File: config.mk
export PLATFORM = sky130hd
export DESIGN_NAME = irq_status_ctrl
export DESIGN_NICKNAME = d
export VERILOG_FILES = /design/src/rtl/irq_pkg.sv /design/src/rtl/irq_sync.sv /design/src/rtl/irq_edge_cell.sv /design/src/rtl/irq_status_ctrl.sv
export SDC_FILE = /design/constraint.sdc
export NUM_CORES = 1
export LEC_CHECK = 0
export BUFFER_PORTS_ARGS = -buffer_cell sky130_fd_sc_hd__buf_2
export CELL_PAD_IN_SITES_DETAIL_PLACEMENT = 1
export CELL_PAD_IN_SITES_GLOBAL_PLACEMENT = 1
export CORE_MARGIN = 1.5
export CORE_UTILIZATION = 42
export DETAILED_ROUTE_END_ITERATION = 10
export PLACE_DENSITY_LB_ADDON = 0.08
export SLEW_MARGIN = 20
export SYNTH_ARGS = -nofsm -noshare
export SYNTH_HDL_FRONTEND = slang
export SYNTH_SLANG_ARGS = --single-unit
File: constraint.sdc
create_clock -name clk -period 2 [get_ports clk]
set_input_delay 0.4 -clock clk [delete_from_list [all_inputs] [get_ports clk]]
set_output_delay 0.4 -clock clk [all_outputs]
set_load 0.02 [all_outputs]
File: src/rtl/irq_pkg.sv
package irq_pkg;
  localparam int NSRC   = 10;
  localparam int WORD_W = 16;
  localparam int NCMP   = 4;

  typedef enum logic [1:0] {EDGE_RISE, EDGE_BOTH, EDGE_CFG} edge_mode_t;

  // status bit position of each source index
  function automatic int src_pos(input int idx);
    case (idx)
      0: return 2;
      1: return 3;
      6: return 8;
      7: return 11;
      8: return 12;
      9: return 15;
      default: return idx + 2;   // comparators 2..5 -> bits 4..7
    endcase
  endfunction

  function automatic edge_mode_t src_mode(input int idx);
    if (idx == 8) return EDGE_BOTH;
    if (idx >= 2 && idx <= 5) return EDGE_CFG;
    return EDGE_RISE;
  endfunction

  function automatic logic [WORD_W-1:0] valid_mask();
    logic [WORD_W-1:0] m;
    m = '0;
    for (int i = 0; i < NSRC; i++) m[src_pos(i)] = 1'b1;
    return m;
  endfunction

  function automatic logic edge_hit(input edge_mode_t mode, input logic cur,
                                    input logic prev, input logic dir_rise);
    case (mode)
      EDGE_RISE: return cur & ~prev;
      EDGE_BOTH: return cur ^ prev;
      default:   return dir_rise ? (cur & ~prev) : (~cur & prev);
    endcase
  endfunction
endpackage

File: src/rtl/irq_sync.sv
module irq_sync #(
  parameter int W      = 10,
  parameter int STAGES = 2
) (
  input  logic         clk,
  input  logic         rst_n,
  input  logic [W-1:0] d,
  output logic [W-1:0] q
);
  logic [W-1:0] chain [STAGES];

  always_ff @(posedge clk or negedge rst_n) begin
    if (!rst_n) chain[0] <= '0;
    else        chain[0] <= d;
  end

  for (genvar s = 1; s < STAGES; s++) begin : g_stage
    always_ff @(posedge clk or negedge rst_n) begin
      if (!rst_n) chain[s] <= '0;
      else        chain[s] <= chain[s-1];
    end
  end

  assign q = chain[STAGES-1];
endmodule

File: src/rtl/irq_edge_cell.sv
module irq_edge_cell
  import irq_pkg::*;
#(
  parameter edge_mode_t MODE = EDGE_RISE
) (
  input  logic clk,
  input  logic rst_n,
  input  logic sync_in,
  input  logic dir_rise,
  input  logic clr,
  output logic hit,
  output logic stat
);
  logic prev_q;

  assign hit = edge_hit(MODE, sync_in, prev_q, dir_rise);

  always_ff @(posedge clk or negedge rst_n) begin
    if (!rst_n) begin
      prev_q <= 1'b0;
      stat   <= 1'b0;
    end else begin
      prev_q <= sync_in;
      if (hit)      stat <= 1'b1;   // set beats clear
      else if (clr) stat <= 1'b0;
    end
  end

  p_set_wins_r7: assert property (@(posedge clk) disable iff (!rst_n)
    hit |=> stat);
  p_clear_r6: assert property (@(posedge clk) disable iff (!rst_n)
    (clr && !hit) |=> !stat);
  p_sticky_r12: assert property (@(posedge clk) disable iff (!rst_n)
    (stat && !clr) |=> stat);
  p_only_on_edge_r5: assert property (@(posedge clk) disable iff (!rst_n)
    (!stat && !hit) |=> !stat);
endmodule

File: src/rtl/irq_status_ctrl.sv
module irq_status_ctrl
  import irq_pkg::*;
#(
  parameter int SYNC_STAGES = 2
) (
  input  logic              clk,
  input  logic              rst_n,
  input  logic [NSRC-1:0]   src_in,
  input  logic [NCMP-1:0]   cmp_rise,
  input  logic              bus_we,
  input  logic              bus_sel,
  input  logic [WORD_W-1:0] bus_wdata,
  output logic [WORD_W-1:0] stat_rdata,
  output logic [WORD_W-1:0] mask_rdata,
  output logic              irq_summary,
  output logic              irq_out
);
  localparam logic [WORD_W-1:0] VALID = valid_mask();

  logic [NSRC-1:0]   src_sync;
  logic [NSRC-1:0]   src_hit;
  logic [WORD_W-1:0] stat_w;
  logic [WORD_W-1:0] mask_q;
  logic              clr_wr;
  logic              mask_wr;
  logic              irq_q;

  assign clr_wr  = bus_we & ~bus_sel;
  assign mask_wr = bus_we & bus_sel;

  irq_sync #(.W(NSRC), .STAGES(SYNC_STAGES)) u_sync (
    .clk(clk), .rst_n(rst_n), .d(src_in), .q(src_sync)
  );

  for (genvar b = 0; b < WORD_W; b++) begin : g_fill
    if (!VALID[b]) begin : g_zero
      assign stat_w[b] = 1'b0;
    end
  end

  for (genvar i = 0; i < NSRC; i++) begin : g_src
    localparam int         POS  = src_pos(i);
    localparam edge_mode_t MODE = src_mode(i);
    logic dir;
    if (MODE == EDGE_CFG) begin : g_dir
      assign dir = cmp_rise[i-2];
    end else begin : g_nodir
      assign dir = 1'b1;
    end
    irq_edge_cell #(.MODE(MODE)) u_cell (
      .clk(clk), .rst_n(rst_n), .sync_in(src_sync[i]), .dir_rise(dir),
      .clr(clr_wr & bus_wdata[POS]), .hit(src_hit[i]), .stat(stat_w[POS])
    );
  end

  always_ff @(posedge clk or negedge rst_n) begin
    if (!rst_n) begin
      mask_q <= '1;
      irq_q  <= 1'b0;
    end else begin
      if (mask_wr) mask_q <= bus_wdata;
      irq_q <= |(stat_w & ~mask_q);
    end
  end

  assign stat_rdata  = stat_w;
  assign mask_rdata  = mask_q;
  assign irq_summary = |stat_w;
  assign irq_out     = irq_q;

  p_irq_lag_r10: assert property (@(posedge clk) disable iff (!rst_n)
    1'b1 |=> (irq_out == $past(|(stat_rdata & ~mask_rdata))));
  p_mask_load_r9: assert property (@(posedge clk) disable iff (!rst_n)
    mask_wr |=> (mask_rdata == $past(bus_wdata)));
  p_unused_zero_r8: assert property (@(posedge clk) disable iff (!rst_n)
    (stat_rdata & ~VALID) == '0);
  p_hit_any_r11: assert property (@(posedge clk) disable iff (!rst_n)
    (|src_hit) |=> irq_summary);
endmodule

### Word level (Yosys, flattened, before mapping)

Index checks and enable logic that the tools add are counted.

| storage, ports and cells | value |
|---|---|
| bits in registers | 57 |
| logic and storage cells | 102 |

| cells by class | value |
|---|---|
| multiplexer cells | 24 |
| bitwise logic cells | 42 |
| reduce and logical (&&, ||, !) cells | 12 |

Operators with widths:

| cell | number |
|---|---|
| 1-bit AND | 25 |
| 1-bit two-way mux | 24 |
| 2-bit nonzero test | 10 |
| 16-bit AND | 1 |
| 16-bit inverter | 1 |
| 16-bit OR reduction | 1 |
| 1-bit inverter | 14 |
| 10-bit OR reduction | 1 |
| 1-bit XOR | 1 |

### Logic depth before layout (Yosys ltp)

| depth | value |
|---|---|
| depth in word-level cells | 5 |
| gate-level depth with buffers | 4 |
| mapped depth without buffers | 3 |

### Cells and area by module

A second synthesis with hierarchy kept.

| unflattened totals | value |
|---|---|
| cell total of the unflattened synthesis | 160 |
| area total of the unflattened synthesis | 2272.2 µm² |

Modules (own cells, without submodules):

| module | times used | cells an instance | area each (µm²) | seq. area each (µm²) |
|---|---|---|---|---|
| irq_status_ctrl | 1 | 72 | 900.9 | 445.4 |
| irq_sync | 1 | 30 | 575.6 | 500.5 |
| irq_edge_cell (g_src[0].u_cell ...) | 5 | 5 | 75.1 | 50.0 |
| irq_edge_cell (g_src[2].u_cell ...) | 4 | 7 | 87.6 | 50.0 |
| irq_edge_cell (g_src[8].u_cell) | 1 | 5 | 70.1 | 50.0 |

### Worst setup path after synthesis

No wires, ideal clock.

| timing path | value |
|---|---|
| path kind | register to register |
| start | reg mask_q[6] (netlist: mask_rdata[6]) |
| end | reg irq_q (netlist: irq_out) |
| arrival time | 1.157 ns |
| required time | 1.862 ns |
| slack | 0.704 ns |
| cell stages (with the launch flop) | 4 |
| period minus slack after synthesis | 1.296 ns |
| cells stage by stage | dfstp_2 nand2b_1 o2111ai_1 or4_1 |

| between the ends | value |
|---|---|
| word-level cells in the longest chain between the ends | 3 |

Ends and longest elaborated chain:

| item | RTL line | text |
|---|---|---|
| start: declaration | irq_status_ctrl.sv:23 | `logic [WORD_W-1:0] mask_q;` |
| start signal: assignment | irq_status_ctrl.sv:61 | `if (mask_wr) mask_q <= bus_wdata;` |
| 16-bit inverter | irq_status_ctrl.sv:62 | `irq_q <= \|(stat_w & ~mask_q);` |
| 16-bit AND | irq_status_ctrl.sv:62 |  |
| 16-bit OR reduction | irq_status_ctrl.sv:62 |  |
| end signal: assignment | irq_status_ctrl.sv:62 |  |
| end: declaration | irq_status_ctrl.sv:26 | `logic irq_q;` |

Every way passes these cells.
A chain may end at the register's enable or synchronous reset.

### Worst setup path after layout

| timing path | value |
|---|---|
| start | reg g_src[0].u_cell.stat |
| end | out irq_summary |

| between the ends | value |
|---|---|
| word-level cells in the longest chain between the ends | 1 |

Ends and longest elaborated chain:

| item | RTL line | text |
|---|---|---|
| start: declaration | irq_edge_cell.sv:12 | `output logic stat` |
| start signal: assignment | irq_edge_cell.sv:21 | `stat <= 1'b0;` |
| start signal: assignment | irq_edge_cell.sv:24 | `if (hit) stat <= 1'b1;` |
| start signal: assignment | irq_edge_cell.sv:25 | `else if (clr) stat <= 1'b0;` |
| 10-bit OR reduction | irq_status_ctrl.sv:68 | `assign irq_summary = \|stat_w;` |
| end: declaration | irq_status_ctrl.sv:15 | `output logic irq_summary,` |

Every way passes these cells.

==> summary.md <==
| Metric | Value |
|---|---|
| Most frequent cells in the layout | `buf_2 (61), dfrtp_1 (41), mux2_2 (16), dfstp_2 (16), inv_1 (12)` |
| LEAKAGE | `1.26 nW` |
| Combinational family with the most area after synthesis | `buffers and inverters` |
| Final max-slew violation count | `0` |
| Drt initial violations | `53` |
| Inserted Clock Buffers | `9` |
| RSZ-0062 raised after global routing | `false` |
| Final-stage net count | `243` |
| Syn Inst Count | `149` |
| WP depth | `3` |
| Register share of total power | `0.460` |
| Clock network fraction of total power | `0.408` |
| H-tree depth | `3` |
| Simple-gate share of the synthesized area | `0.0662` |
| Total wire length | `4120 um` |
| Buffers plus inverters on the worst setup path | `1` |
| Synth Area in Adders | `0` |
| Setup TNS | `0 ns` |
| Place WS | `0.556 ns` |
| WS Path Type | `reg2out` |
| Post-Syn Area per Cell | `14.1 um^2` |
| Compound-Gate Fraction of Synth Area | `0.0638` |
| Yosys reg bits | `57` |
| Int Pwr | `0.00221 W` |
| Initial antenna violation count | `0` |
| # IOs | `68` |
| Pin count of the biggest net entering global routing | `58` |
| Global route overflow | `0` |
| Top cells by area, synth | `dfrtp_1 (49%), dfstp_2 (20%), mux2_2 (8.6%)` |
| Port bufs | `61` |
| Post-synthesis sequential area ratio | `0.689` |
| CORE AREA | `0.00475 mm^2` |
| Period utilization | `0.910` |
| Max-cap check violation count | `0` |
| Final Hold Viols | `0` |
| Worst-path cell chain | `nor4_1 -> nand4_1 -> buf_2` |
| Worst-path maximum fanout | `4` |
| Final WS setup | `0.180 ns` |
| Vias in the first global route | `1,386` |
| # DRC | `0` |
| Layout cells sized above 1 | `0.528` |
| DIE WIDTH | `73.7 um` |
| Worst Skew | `0.00666 ns` |
| DR vias | `1,283` |
| Vias per inst | `4.57` |
| GRT Total Usage | `0.176` |
| Final Setup Violations | `0` |
| # diodes | `0` |
| Clk buf depth | `2` |
| Min Tclk post-route | `1.82 ns` |
| Mux contribution to synthesized area | `0.0858` |
| Pre-Repair DR Iteration Count | `4` |
| Core Util, Final | `0.550` |
| Worst-path clk slew | `0.07 ns` |
| Die area | `0.00543 mm^2` |
| Clk_lat worst skew | `0.32 ns` |
| Top-area cell type share of the netlist area | `0.489` |
| Tightest Hold Check Type | `in2async` |
| Area leader, netlist | `dfrtp_1` |
| Logic pwr share | `0.132` |
| Wirelength per Cell | `14.7 um` |
| PwrDens | `1130 mW/mm^2` |
| Synth Area in XOR/XNOR | `0.00417` |
| Final HPWL DP | `2980 um` |
| Crit path DAT | `1.42 ns` |
| Total power | `0.00295 W` |
| Largest stage delay, worst path | `0.41 ns` |
| Peak supply drop | `548 uV` |
| Initial Util | `0.442` |
| Worst Path Required | `1.60 ns` |
| Worst Setup Start Kind | `register` |
| Hold_buf cts | `0` |
| Post-CTS Setup Bufs | `0` |
| RD Place Congestion | `0.684` |
| Post_cts resized | `0` |
| Worst reg-to-reg path cell count | `3` |
| CTS root buffer | `clkbuf_8` |
| Most common cell after layout, fill and taps aside | `buf_2` |
| Switching Fraction | `0.249` |
| Netlist cell types | `27` |
| Worst path slowest cell | `dfrtp_1` |
| Psw | `0.000733 W` |
| Rows | `25` |
| CP endpoint kind | `output port` |
| Max Clock Freq | `550 MHz` |
| Outcome | `complete, no violations` |
| Warnings from Yosys | `0` |
| CTS tree | `done` |
| Mapped Area | `0.00210 mm^2` |
| Critical path's top delay family | `simple AND/OR/NAND/NOR gates` |
| Overall die height | `73.7 um` |
| Global-route wire length before repair | `6770 um` |
| CTS Sinks | `57` |
| Layout area overhead | `24.5%` |
| ANT nets after route | `0` |
[metrics by stage]
step | hold WS [ns] | instances | area (um^2)
3_3_place_gp | 0.334 | 265 | 2380
4_1_cts | 0.0735 | 281 | 2610
5_1_grt | 0.0765 | 281 | 2610
3_5_place_dp | 0.337 | 265 | 2380
6_report | 0.0714 | 281 | 2610
2_1_floorplan | 0.104 | 154 | 2120
[per-layer routing]
metal | GRT usage | wire length (um) | vias to the layer above
li1 | - | - | 596
met1 | 0.216 | 1680 | 630
met2 | 0.267 | 2080 | 49
met3 | 0.0617 | 288 | 8
met4 | 0.105 | 70 | 0
met5 | 0 | 0 | -
[state kept, by name (all words and copies together) (netlist names)]
name / cells
mask_rdata: 16
g_src.u_cell.prev_q: 10
g_src.u_cell.stat: 10
u_sync.chain: 10
u_sync.q: 10
irq_out: 1
[power groups by stage]
| stage | Sequential, W | Clock, W | Combinational [W] |
|---|---|---|---|
| 6_report | 0.00136 | 0.00120 | 0.000389 |
| 5_1_grt | 0.00137 | 0.00129 | 0.000427 |
| 4_1_cts | 0.00136 | 0.00124 | 0.000398 |
| 3_5_place_dp | 0.00138 | 0 | 0.000396 |
| 3_3_place_gp | 0.00137 | 0 | 0.000388 |
| 2_1_floorplan | 0.00143 | 0 | 0.000210 |
[worst register-to-register path: stages (launching register included)]
cell and delay (ns):
dfstp_2 0.54, nand2b_1 0.12, o2111ai_1 0.11, or4_1 0.40
[cells in the mapped netlist, drive strengths merged]
library cell / instances
a211o: 2
and3b: 1
or3: 1
nand2: 7
o22ai: 3
a22o: 2
dfrtp: 41
nor2b: 1
conb: 1
buf: 18
nand4: 1
nand2b: 4
or4: 1
mux2: 16
nor3b: 1
nor4: 2
nor2: 6
a21oi: 7
inv: 12
a21o: 3
dfstp: 16
o2111ai: 1
a221o: 1
xnor2: 1
[final timing paths]
| kind | startpoint | to | slack, ns |
|---|---|---|---|
| worst max-delay path | g_src[0].u_cell.stat | irq_summary | 0.18 |
| worst min-delay path | rst_n | u_sync.chain[13] | 0.07 |
| worst max register to register | mask_rdata[6] | irq_out | 0.72 |
| worst min register to register | u_sync.chain[12] | u_sync.q[2] | 0.35 |
| max in group asynchronous | rst_n | mask_rdata[15] | 1.63 |
| min in group clk | src_in[0] | u_sync.chain[10] | 0.18 |
[area by class of cell]
cell class / count / area [um^2]
timing repair buffer: 62 / 325
clock buffer: 11 / 151
tap: 67 / 83.8
sequential: 57 / 1450
multi-input combinational: 67 / 484
clock inverter: 5 / 77.6
inverter: 12 / 45.0
fill: 533 / 2140
[logic make-up after synthesis]
group / after synthesis
compound gates: 19
xor+xnor: 1
buf+inv: 30
flops: 57
mux: 16
other cells: 1
simple gates: 25
Power figures use the tool's default switching activity.
